## config.mk

```make
export PLATFORM = sky130hd
export DESIGN_NAME = stepped_mem_port
export DESIGN_NICKNAME = d
export VERILOG_FILES = /design/src/rtl/smp_pkg.sv /design/src/rtl/smp_decode.sv /design/src/rtl/smp_pointer.sv /design/src/rtl/smp_repeat.sv /design/src/rtl/stepped_mem_port.sv
export SDC_FILE = /design/constraint.sdc
export NUM_CORES = 1
export LEC_CHECK = 0
export BUFFER_PORTS_ARGS = -buffer_cell sky130_fd_sc_hd__buf_4
export CAP_MARGIN = 20
export CORE_MARGIN = 8
export CORE_UTILIZATION = 60
export DETAILED_ROUTE_END_ITERATION = 12
export PLACE_DENSITY = 0.85
export SYNTH_ARGS = -nofsm -noshare
export SYNTH_HDL_FRONTEND = slang
export SYNTH_SLANG_ARGS = --single-unit
```

## constraint.sdc

```tcl
create_clock -name clk -period 5.88 [get_ports clk]
set_input_delay 0.294 -clock clk [delete_from_list [all_inputs] [get_ports clk]]
set_output_delay 0.294 -clock clk [all_outputs]
set_load 0.01 [all_outputs]
```

## src/rtl/smp_pkg.sv

```systemverilog
// Package: shared register indices for the stepped memory port.
// Assumes a 3-bit register index bus.
package smp_pkg;
    typedef enum logic [2:0] {
        REG_ADDR_LO = 3'd0,
        REG_ADDR_HI = 3'd1,
        REG_STEP    = 3'd2,
        REG_DATA    = 3'd3,
        REG_REPEAT  = 3'd4
    } smp_reg_e;
endpackage

```

## src/rtl/smp_decode.sv

```systemverilog
// Module: turns a host register access into single-purpose strobes.
// Assumes write wins over read when both strobes are high. Every
// strobe is suppressed while a replay runs, which keeps the port to
// one memory access per cycle.
module smp_decode
    import smp_pkg::*;
(
    input  logic       reg_wr,
    input  logic       reg_rd,
    input  logic [2:0] reg_sel,
    input  logic       rd_enable,
    input  logic       busy,
    output logic       ld_lo,
    output logic       ld_hi,
    output logic       ld_step,
    output logic       ld_data,
    output logic       start_rep,
    output logic       host_rd
);
    logic wr_ok;
    logic rd_ok;

    // Gate host strobes by the replay state.
    always_comb begin
        wr_ok     = reg_wr && !busy;
        rd_ok     = reg_rd && !reg_wr && !busy;
        ld_lo     = wr_ok && (reg_sel == REG_ADDR_LO);
        ld_hi     = wr_ok && (reg_sel == REG_ADDR_HI);
        ld_step   = wr_ok && (reg_sel == REG_STEP);
        ld_data   = wr_ok && (reg_sel == REG_DATA);
        start_rep = wr_ok && (reg_sel == REG_REPEAT);
        host_rd   = rd_ok && rd_enable && (reg_sel == REG_DATA);
    end
endmodule

```

## src/rtl/smp_pointer.sv

```systemverilog
// Module: holds the address pointer and the signed step.
// Assumes DATA_W < ADDR_W <= 2*DATA_W. An access (advance) has priority
// over a byte load; the decoder never asserts both together.
module smp_pointer #(
    parameter int ADDR_W = 16,
    parameter int DATA_W = 8
) (
    input  logic              clk,
    input  logic              rst_n,
    input  logic              ld_lo,
    input  logic              ld_hi,
    input  logic              ld_step,
    input  logic              advance,
    input  logic [DATA_W-1:0] wdata,
    output logic [ADDR_W-1:0] ptr,
    output logic [DATA_W-1:0] step
);
    localparam int HI_W  = ADDR_W - DATA_W;
    localparam int EXT_W = ADDR_W - DATA_W;

    logic [ADDR_W-1:0] step_ext;

    // Sign-extend the step to pointer width.
    always_comb step_ext = {{EXT_W{step[DATA_W-1]}}, step};

    // Update the step register.
    always_ff @(posedge clk) begin
        if (!rst_n)       step <= '0;
        else if (ld_step) step <= wdata;
    end

    // Step the pointer after an access, or load one of its bytes.
    always_ff @(posedge clk) begin
        if (!rst_n)       ptr <= '0;
        else if (advance) ptr <= ptr + step_ext;
        else if (ld_lo)   ptr[DATA_W-1:0] <= wdata;
        else if (ld_hi)   ptr[ADDR_W-1:DATA_W] <= wdata[HI_W-1:0];
    end
endmodule

```

## src/rtl/smp_repeat.sv

```systemverilog
// Module: replay counter. A load of zero means 2**DATA_W replays. The
// counter is one bit wider than the data path. Readback saturates to
// all ones at the full count, so it reads zero only when idle.
// Assumes start is raised only while idle.
module smp_repeat #(
    parameter int DATA_W = 8
) (
    input  logic              clk,
    input  logic              rst_n,
    input  logic              start,
    input  logic [DATA_W-1:0] start_val,
    output logic              busy,
    output logic [DATA_W:0]   cnt,
    output logic [DATA_W-1:0] readback
);
    localparam int CNT_W = DATA_W + 1;
    localparam logic [CNT_W-1:0] FULL = CNT_W'(1) << DATA_W;

    // Load on start, otherwise count one replay per cycle.
    always_ff @(posedge clk) begin
        if (!rst_n)          cnt <= '0;
        else if (start)      cnt <= (start_val == '0) ? FULL : {1'b0, start_val};
        else if (cnt != '0)  cnt <= cnt - CNT_W'(1);
    end

    // Derive busy and the host-visible remaining count.
    always_comb begin
        busy     = (cnt != '0);
        readback = cnt[DATA_W] ? '1 : cnt[DATA_W-1:0];
    end
endmodule

```

## src/rtl/stepped_mem_port.sv

```systemverilog
// Module: host-visible stepped memory port with hardware write replay.
// Assumes a memory that returns read data in the request cycle and
// accepts one request per cycle. Replays own the memory request path
// while busy.
module stepped_mem_port
    import smp_pkg::*;
#(
    parameter int ADDR_W = 16,
    parameter int DATA_W = 8
) (
    input  logic              clk,
    input  logic              rst_n,
    input  logic [2:0]        reg_sel,
    input  logic              reg_wr,
    input  logic              reg_rd,
    input  logic [DATA_W-1:0] reg_wdata,
    output logic [DATA_W-1:0] reg_rdata,
    input  logic              rd_enable,
    output logic              mem_req,
    output logic              mem_we,
    output logic [ADDR_W-1:0] mem_addr,
    output logic [DATA_W-1:0] mem_wdata,
    input  logic [DATA_W-1:0] mem_rdata,
    output logic              busy
);
    localparam int HI_W = ADDR_W - DATA_W;

    logic              ld_lo, ld_hi, ld_step, ld_data, start_rep, host_rd;
    logic [ADDR_W-1:0] ptr_q;
    logic [DATA_W-1:0] step_q;
    logic [DATA_W-1:0] data_q;
    logic [DATA_W:0]   rep_cnt;
    logic [DATA_W-1:0] rep_rb;
    logic [DATA_W-1:0] hi_rb;

    smp_decode u_dec (
        .reg_wr    (reg_wr),
        .reg_rd    (reg_rd),
        .reg_sel   (reg_sel),
        .rd_enable (rd_enable),
        .busy      (busy),
        .ld_lo     (ld_lo),
        .ld_hi     (ld_hi),
        .ld_step   (ld_step),
        .ld_data   (ld_data),
        .start_rep (start_rep),
        .host_rd   (host_rd)
    );

    smp_pointer #(.ADDR_W(ADDR_W), .DATA_W(DATA_W)) u_ptr (
        .clk     (clk),
        .rst_n   (rst_n),
        .ld_lo   (ld_lo),
        .ld_hi   (ld_hi),
        .ld_step (ld_step),
        .advance (mem_req),
        .wdata   (reg_wdata),
        .ptr     (ptr_q),
        .step    (step_q)
    );

    smp_repeat #(.DATA_W(DATA_W)) u_rep (
        .clk       (clk),
        .rst_n     (rst_n),
        .start     (start_rep),
        .start_val (reg_wdata),
        .busy      (busy),
        .cnt       (rep_cnt),
        .readback  (rep_rb)
    );

    // Remember the last host data write for replay.
    always_ff @(posedge clk) begin
        if (!rst_n)       data_q <= '0;
        else if (ld_data) data_q <= reg_wdata;
    end

    // Drive the single memory request: replay, host write or host read.
    always_comb begin
        mem_req   = busy || ld_data || host_rd;
        mem_we    = busy || ld_data;
        mem_addr  = ptr_q;
        mem_wdata = busy ? data_q : reg_wdata;
    end

    // Zero-extend the pointer high byte for readback.
    always_comb begin
        hi_rb           = '0;
        hi_rb[HI_W-1:0] = ptr_q[ADDR_W-1:DATA_W];
    end

    // Select register readback data.
    always_comb begin
        reg_rdata = '0;
        if (reg_rd) begin
            case (reg_sel)
                REG_ADDR_LO: reg_rdata = ptr_q[DATA_W-1:0];
                REG_ADDR_HI: reg_rdata = hi_rb;
                REG_STEP:    reg_rdata = step_q;
                REG_DATA:    reg_rdata = host_rd ? mem_rdata : '0;
                REG_REPEAT:  reg_rdata = rep_rb;
                default:     reg_rdata = '0;
            endcase
        end
    end
endmodule

```

**Word-level counts from Yosys, hierarchy flattened**

Index checks and enable logic that the tools add are counted.

- Flip-flop bits (word level): 41
- Output and inout bits: 35

- Add/subtract/negate cells: 2
- Eq/ne operators: 5
- Mux-type cells: 12
- Reductions and logical operators: 21

Operator list:

| cell | count |
|---|---|
| 8-bit two-way mux | 7 |
| 8-bit one-hot mux with 5 select lines | 1 |
| 9-bit two-way mux | 3 |
| 16-bit adder | 1 |
| 16-bit two-way mux | 1 |
| 1-bit logical AND | 10 |
| 9-bit nonzero test | 1 |
| 9-bit by 1-bit subtractor with 9-bit output, second input constant | 1 |
| 8-bit zero test | 1 |
| 3-bit by 2-bit == test with 1-bit output, second input constant | 2 |
| 2-bit nonzero test | 3 |
| 3-bit by 1-bit == test with 1-bit output, second input constant | 1 |
| 3-bit == test, second input constant | 1 |
| 3-bit zero test | 1 |
| 1-bit zero test | 2 |
| 1-bit logical OR | 2 |
| 2-bit inequality test, second input constant | 1 |
| 2-bit AND reduction | 1 |

**Longest topological paths before layout**

- Depth after elaboration: 8
- Depth in mapped cells: 11
- Depth with buffers taken out: 10

**Cells and area by module**

Synthesis repeated with hierarchy kept, for this count alone.

- Cells, all modules: 387
- Area total of the unflattened synthesis: 3318.2 µm²

By module, submodules not included:

| module | times used | cells each | area each (µm²) |
|---|---|---|---|
| smp_pointer | 1 | 212 | 1816.7 |
| stepped_mem_port | 1 | 97 | 858.3 |
| smp_repeat | 1 | 68 | 569.3 |
| smp_decode | 1 | 10 | 73.8 |

**Worst setup path after synthesis**

Ideal clock, no wire load.

- Path kind: register -> output
- Start: register u_rep.cnt[0]
- End: output reg_rdata[0]
- Arrival: 1812 ps
- Data required time: 5586 ps
- Slack: 3774 ps
- Stages on the path, launching flop included: 10
- Cell sequence: dfxtp_1 -> inv_1 -> ha_1 -> nor4b_4 -> and2_4 -> buf_8 -> inv_4 -> nor4_4 -> a21oi_1 -> nor2_1

- Longest elaborated chain between the ends: 8
- Elaborated cells between the ends (all ways): 9
- Classes of those cells: 4 x mux; 5 x reduce/logical

Ends and longest elaborated chain:

| what | RTL line | RTL |
|---|---|---|
| start: declaration | smp_repeat.sv:13 | `output logic [DATA_W:0] cnt,` |
| start signal: assignment | smp_repeat.sv:22 | `else if (start) cnt <= (start_val == '0) ? FULL : {1'b0, start_val};` |
| start signal: assignment | smp_repeat.sv:23 | `else if (cnt != '0) cnt <= cnt - CNT_W'(1);` |
| 9-bit nonzero test | smp_repeat.sv:28 | `busy = (cnt != '0);` |
| 1-bit zero test | smp_decode.sv:26 | `rd_ok = reg_rd && !reg_wr && !busy;` |
| 1-bit logical AND | smp_decode.sv:26 |  |
| 1-bit logical AND (2 in series) | smp_decode.sv:32 | `host_rd = rd_ok && rd_enable && (reg_sel == REG_DATA);` |
| 8-bit two-way mux | stepped_mem_port.sv:100 | `REG_DATA: reg_rdata = host_rd ? mem_rdata : '0;` |
| 8-bit one-hot mux with 5 select lines (*) | stepped_mem_port.sv:96 | `case (reg_sel)` |
| 8-bit two-way mux (*) | stepped_mem_port.sv:95 | `if (reg_rd) begin` |
| end: declaration | stepped_mem_port.sv:17 | `output logic [DATA_W-1:0] reg_rdata,` |

Every way passes the cells marked *; elsewhere a longest branch is shown, timed or not.

**Worst setup path in the final report**

- Start: register u_rep.cnt[0]
- End: output reg_rdata[3]

- Longest elaborated chain between the ends: 8

Ends and longest elaborated chain:

| what | RTL line |
|---|---|
| 9-bit nonzero test | smp_repeat.sv:28 |
| 1-bit zero test | smp_decode.sv:26 |
| 1-bit logical AND | smp_decode.sv:26 |
| 1-bit logical AND (2 in series) | smp_decode.sv:32 |
| 8-bit two-way mux | stepped_mem_port.sv:100 |
| 8-bit one-hot mux with 5 select lines | stepped_mem_port.sv:96 |
| 8-bit two-way mux | stepped_mem_port.sv:95 |

Every way passes these cells.

==> metrics.md <==
| Metric | Value |
|---|---|
| Outcome | `completed` |
| Setup Total Neg Slack | `0 ns` |
| Highest-count cells in the layout ignoring fill and taps | `buf_4 (59), nand2_1 (56), a21oi_1 (53)` |
| Post-DP HPWL | `6940 µm` |
| Internal Power | `635 µW` |
| Global-route wire length before repair | `15300 µm` |
| Fmax | `353 MHz` |
| Routed Antenna Nets | `0` |
| Cts repair resizes | `0` |
| Syn Area/Cell | `7.70 µm²` |
| Nets | `493` |
| CTS tree | `yes` |
| Worst vdd ir | `0.188 mV` |
| RSZ-0062 raised after global routing | `false` |
| Maxcap violations | `0` |
| Via count | `3271` |
| Compound-gate portion of the synthesized area | `0.233` |
| Vias in the first global route | `2998` |
| Main combinational cell family by area after synthesis | `simple AND/OR/NAND/NOR gates` |
| Syn nets | `445` |
| Clock Power Share | `0.168` |
| Root buf cell | `clkbuf_8` |
| Clk buf depth | `2` |
| Row cnt | `26` |
| Largest net degree at the start of global routing | `32` |
| CP Max Fanout | `18` |
| Hold-fix buffers, CTS | `0` |
| Cells after synthesis | `403` |
| Ports | `59` |
| # clock sinks | `41` |
| Post-synthesis register bit count | `41` |
| Post-synthesis mux area share | `0.0835` |
| Ys async rst share | `0` |
| Slew HR | `0.606` |
| CTS buffer count | `5` |
| Post-place instance area | `3540 µm²` |
| Fillers | `422` |
| Power density over the cells | `307 nW/µm²` |
| Hold Violations, Final | `0` |
| Post-layout minimum cycle time | `2.83 ns` |
| Combinational share of power | `0.498` |
| Die ar. | `7730 µm²` |
| Final period util | `0.482` |
| Synth Area in XOR/XNOR | `0.0367` |
| Layout cells sized above 1 | `0.192` |
| Clock skew | `0.00709 ns` |
| CP Class | `flip-flop to primary output` |
| Sequential area share after synthesis | `0.265` |
| Leak | `0.00168 µW` |
| Final slew viol count | `0` |
| Vias per cell | `6.27` |
| Routed len/inst | `18.2 µm` |
| Simple-gate portion of the synthesized area | `0.266` |
| Post-Synth Adder-Cell Area | `0.0750` |
| Die height | `87.9 µm` |
| Reg power frac | `0.334` |
| RePlAce Congestion | `0.950` |
| H-tree levels | `2` |
| Area Growth Syn to Fin | `16.9%` |
| DRC Markers | `0` |
| Placeable Area | `5040 µm²` |
| Antenna cells | `0` |
| Initial antenna violation count | `0` |
| Nature of the critical path endpoint | `primary output` |
| Most used DFF post-synth | `dfxtp_1` |
| IO Port Bufs | `58` |
| Worst EP required | `5.59 ns` |
| GRT Overall Usage | `0.251` |
| Final setup vio count | `0` |
| Mapped cell area | `3100 µm²` |
| Multi-input gate area | `2150 µm²` |
| Fin area | `3630 µm²` |
| Post-CTS Setup Inserts | `0` |
| DRT Pass-1 Iters | `5` |
| Die Wd | `87.9 µm` |
| Worst-skew pair later-pin latency | `0.30 ns` |
| Net Sw Frac | `0.430` |
| Slew @ Worst Pin | `0.589 ns` |
| Number of synthesized flops with an enable pin | `0` |
| FF/Latch Area | `821 µm²` |
| Initial core utilization | `0.615` |
| Clock transition at the registers of the reported paths | `0.09 ns` |
| Worst Setup Start Kind | `flip-flop` |
| Initial DRC Count | `378` |
| Ys Warns | `0` |
| Remaining global-route overflow | `0` |
| Net switching power | `479 µW` |
| Commonest non-fill, non-tap cell in the layout | `buf_4` |
| Worst Path Arrival | `2.54 ns` |
| Class of the worst hold path | `primary input to flip-flop` |
| Count of cell types in the netlist | `64` |
| Routed WL | `9480 µm` |
[flip-flops by register name, summed over array words and instances (netlist names)]
| name | count |
|---|---|
| data_q | 8 |
| u_rep.cnt | 9 |
| u_ptr.step | 8 |
| u_ptr.ptr | 16 |
[worst paths after layout]
| kind | endpoint | cells past startpoint | slack (ns) | startpoint |
|---|---|---|---|---|
| hold reg to reg | data_q[6] | 2 | 0.46 | data_q[6] |
| setup reg to reg | u_ptr.ptr[10] | 9 | 3.47 | u_ptr.ptr[0] |
| setup / recovery | reg_rdata[3] | 9 | 3.05 | u_rep.cnt[0] |
| hold / removal | u_ptr.ptr[0] | 3 | 0.30 | reg_wdata[0] |
[through the flow]
step	hold slack, ns	cells	power, µW	util	setup slack (ns)
after global routing	0.299	522	1190	0.719	2.85
after detailed placement	0.447	514	922	0.702	3.41
after CTS	0.292	522	1110	0.719	3.07
after floorplan	0.430	403	766	-	3.77
final	0.296	522	1110	0.719	3.05
after global placement	0.446	514	912	0.702	3.52
[worst max-delay path: stages, from the launching register on]
cell     delay (ns)
dfxtp_1        0.33
inv_1          0.11
ha_1           0.17
nor4b_4        0.27
and2_4         0.36
inv_4          0.15
nor4_4         0.46
a21oi_1        0.13
nor2_1         0.12
buf_4          0.14
[logic make-up (layout without fill, tap and decap cells)]
group	Yosys count	in the layout
flip-flops	41	41
multiplexers	25	25
adder cells (fa/ha/maj)	18	18
AND/OR/NAND/NOR	162	162
XOR/XNOR	13	13
buffers and inverters	27	76
AO/OA/AOI/OAI	117	117
[power by group through the flow]
stage	Combinational, µW	Sequential [µW]	Clock (µW)
floorplan	399	366	0
global route	606	377	202
global placement	537	376	0
finish	555	372	187
detailed placement	546	376	0
CTS	550	370	188
[cell type report]
class,count,area share
Inverter,9,0.0100
Sequential cell,41,0.226
Timing Repair Buffer,59,0.122
Tap cell,70,0.0241
Clock buffer,5,0.0190
Clock inverter,3,0.00483
Multi-Input combinational cell,335,0.594
[cells in the mapped netlist (2+ instances only)]
master	instances	share of area
o221ai_1	2	0.0056
ha_1	17	0.069
a211oi_1	7	0.017
or3_1	4	0.0081
o21ai_0	14	0.023
nor4_1	2	0.0040
o32ai_1	2	0.0056
dfxtp_1	41	0.26
inv_1	6	0.0073
and3_1	5	0.010
nand2b_1	2	0.0040
mux2i_1	21	0.068
nor4_4	2	0.014
a31oi_1	6	0.012
a21boi_0	2	0.0048
a22oi_1	9	0.022
clkbuf_1	11	0.013
a21o_1	3	0.0073
mux2_2	3	0.011
nor2_1	42	0.051
o31ai_1	2	0.0048
xnor2_1	6	0.017
and2_1	5	0.010
nor2_2	3	0.0060
o21ai_1	3	0.0048
o21a_1	2	0.0048
nor3_1	9	0.015
a21oi_1	53	0.085
nor2b_1	5	0.010
nand3_1	15	0.024
nand2_1	56	0.068
buf_2	5	0.0081
xor2_1	7	0.020
[layer usage]
layer / vias to the layer above / wire, µm / global-route usage
met3: 16 / 761 / 0.0413
li1: 1564 / - / -
met1: 1540 / 4150 / 0.337
met4: 0 / 111 / 0.0547
met5: - / 0 / 0
met2: 151 / 4460 / 0.406
No activity file was read; power rests on OpenSTA's default activity.
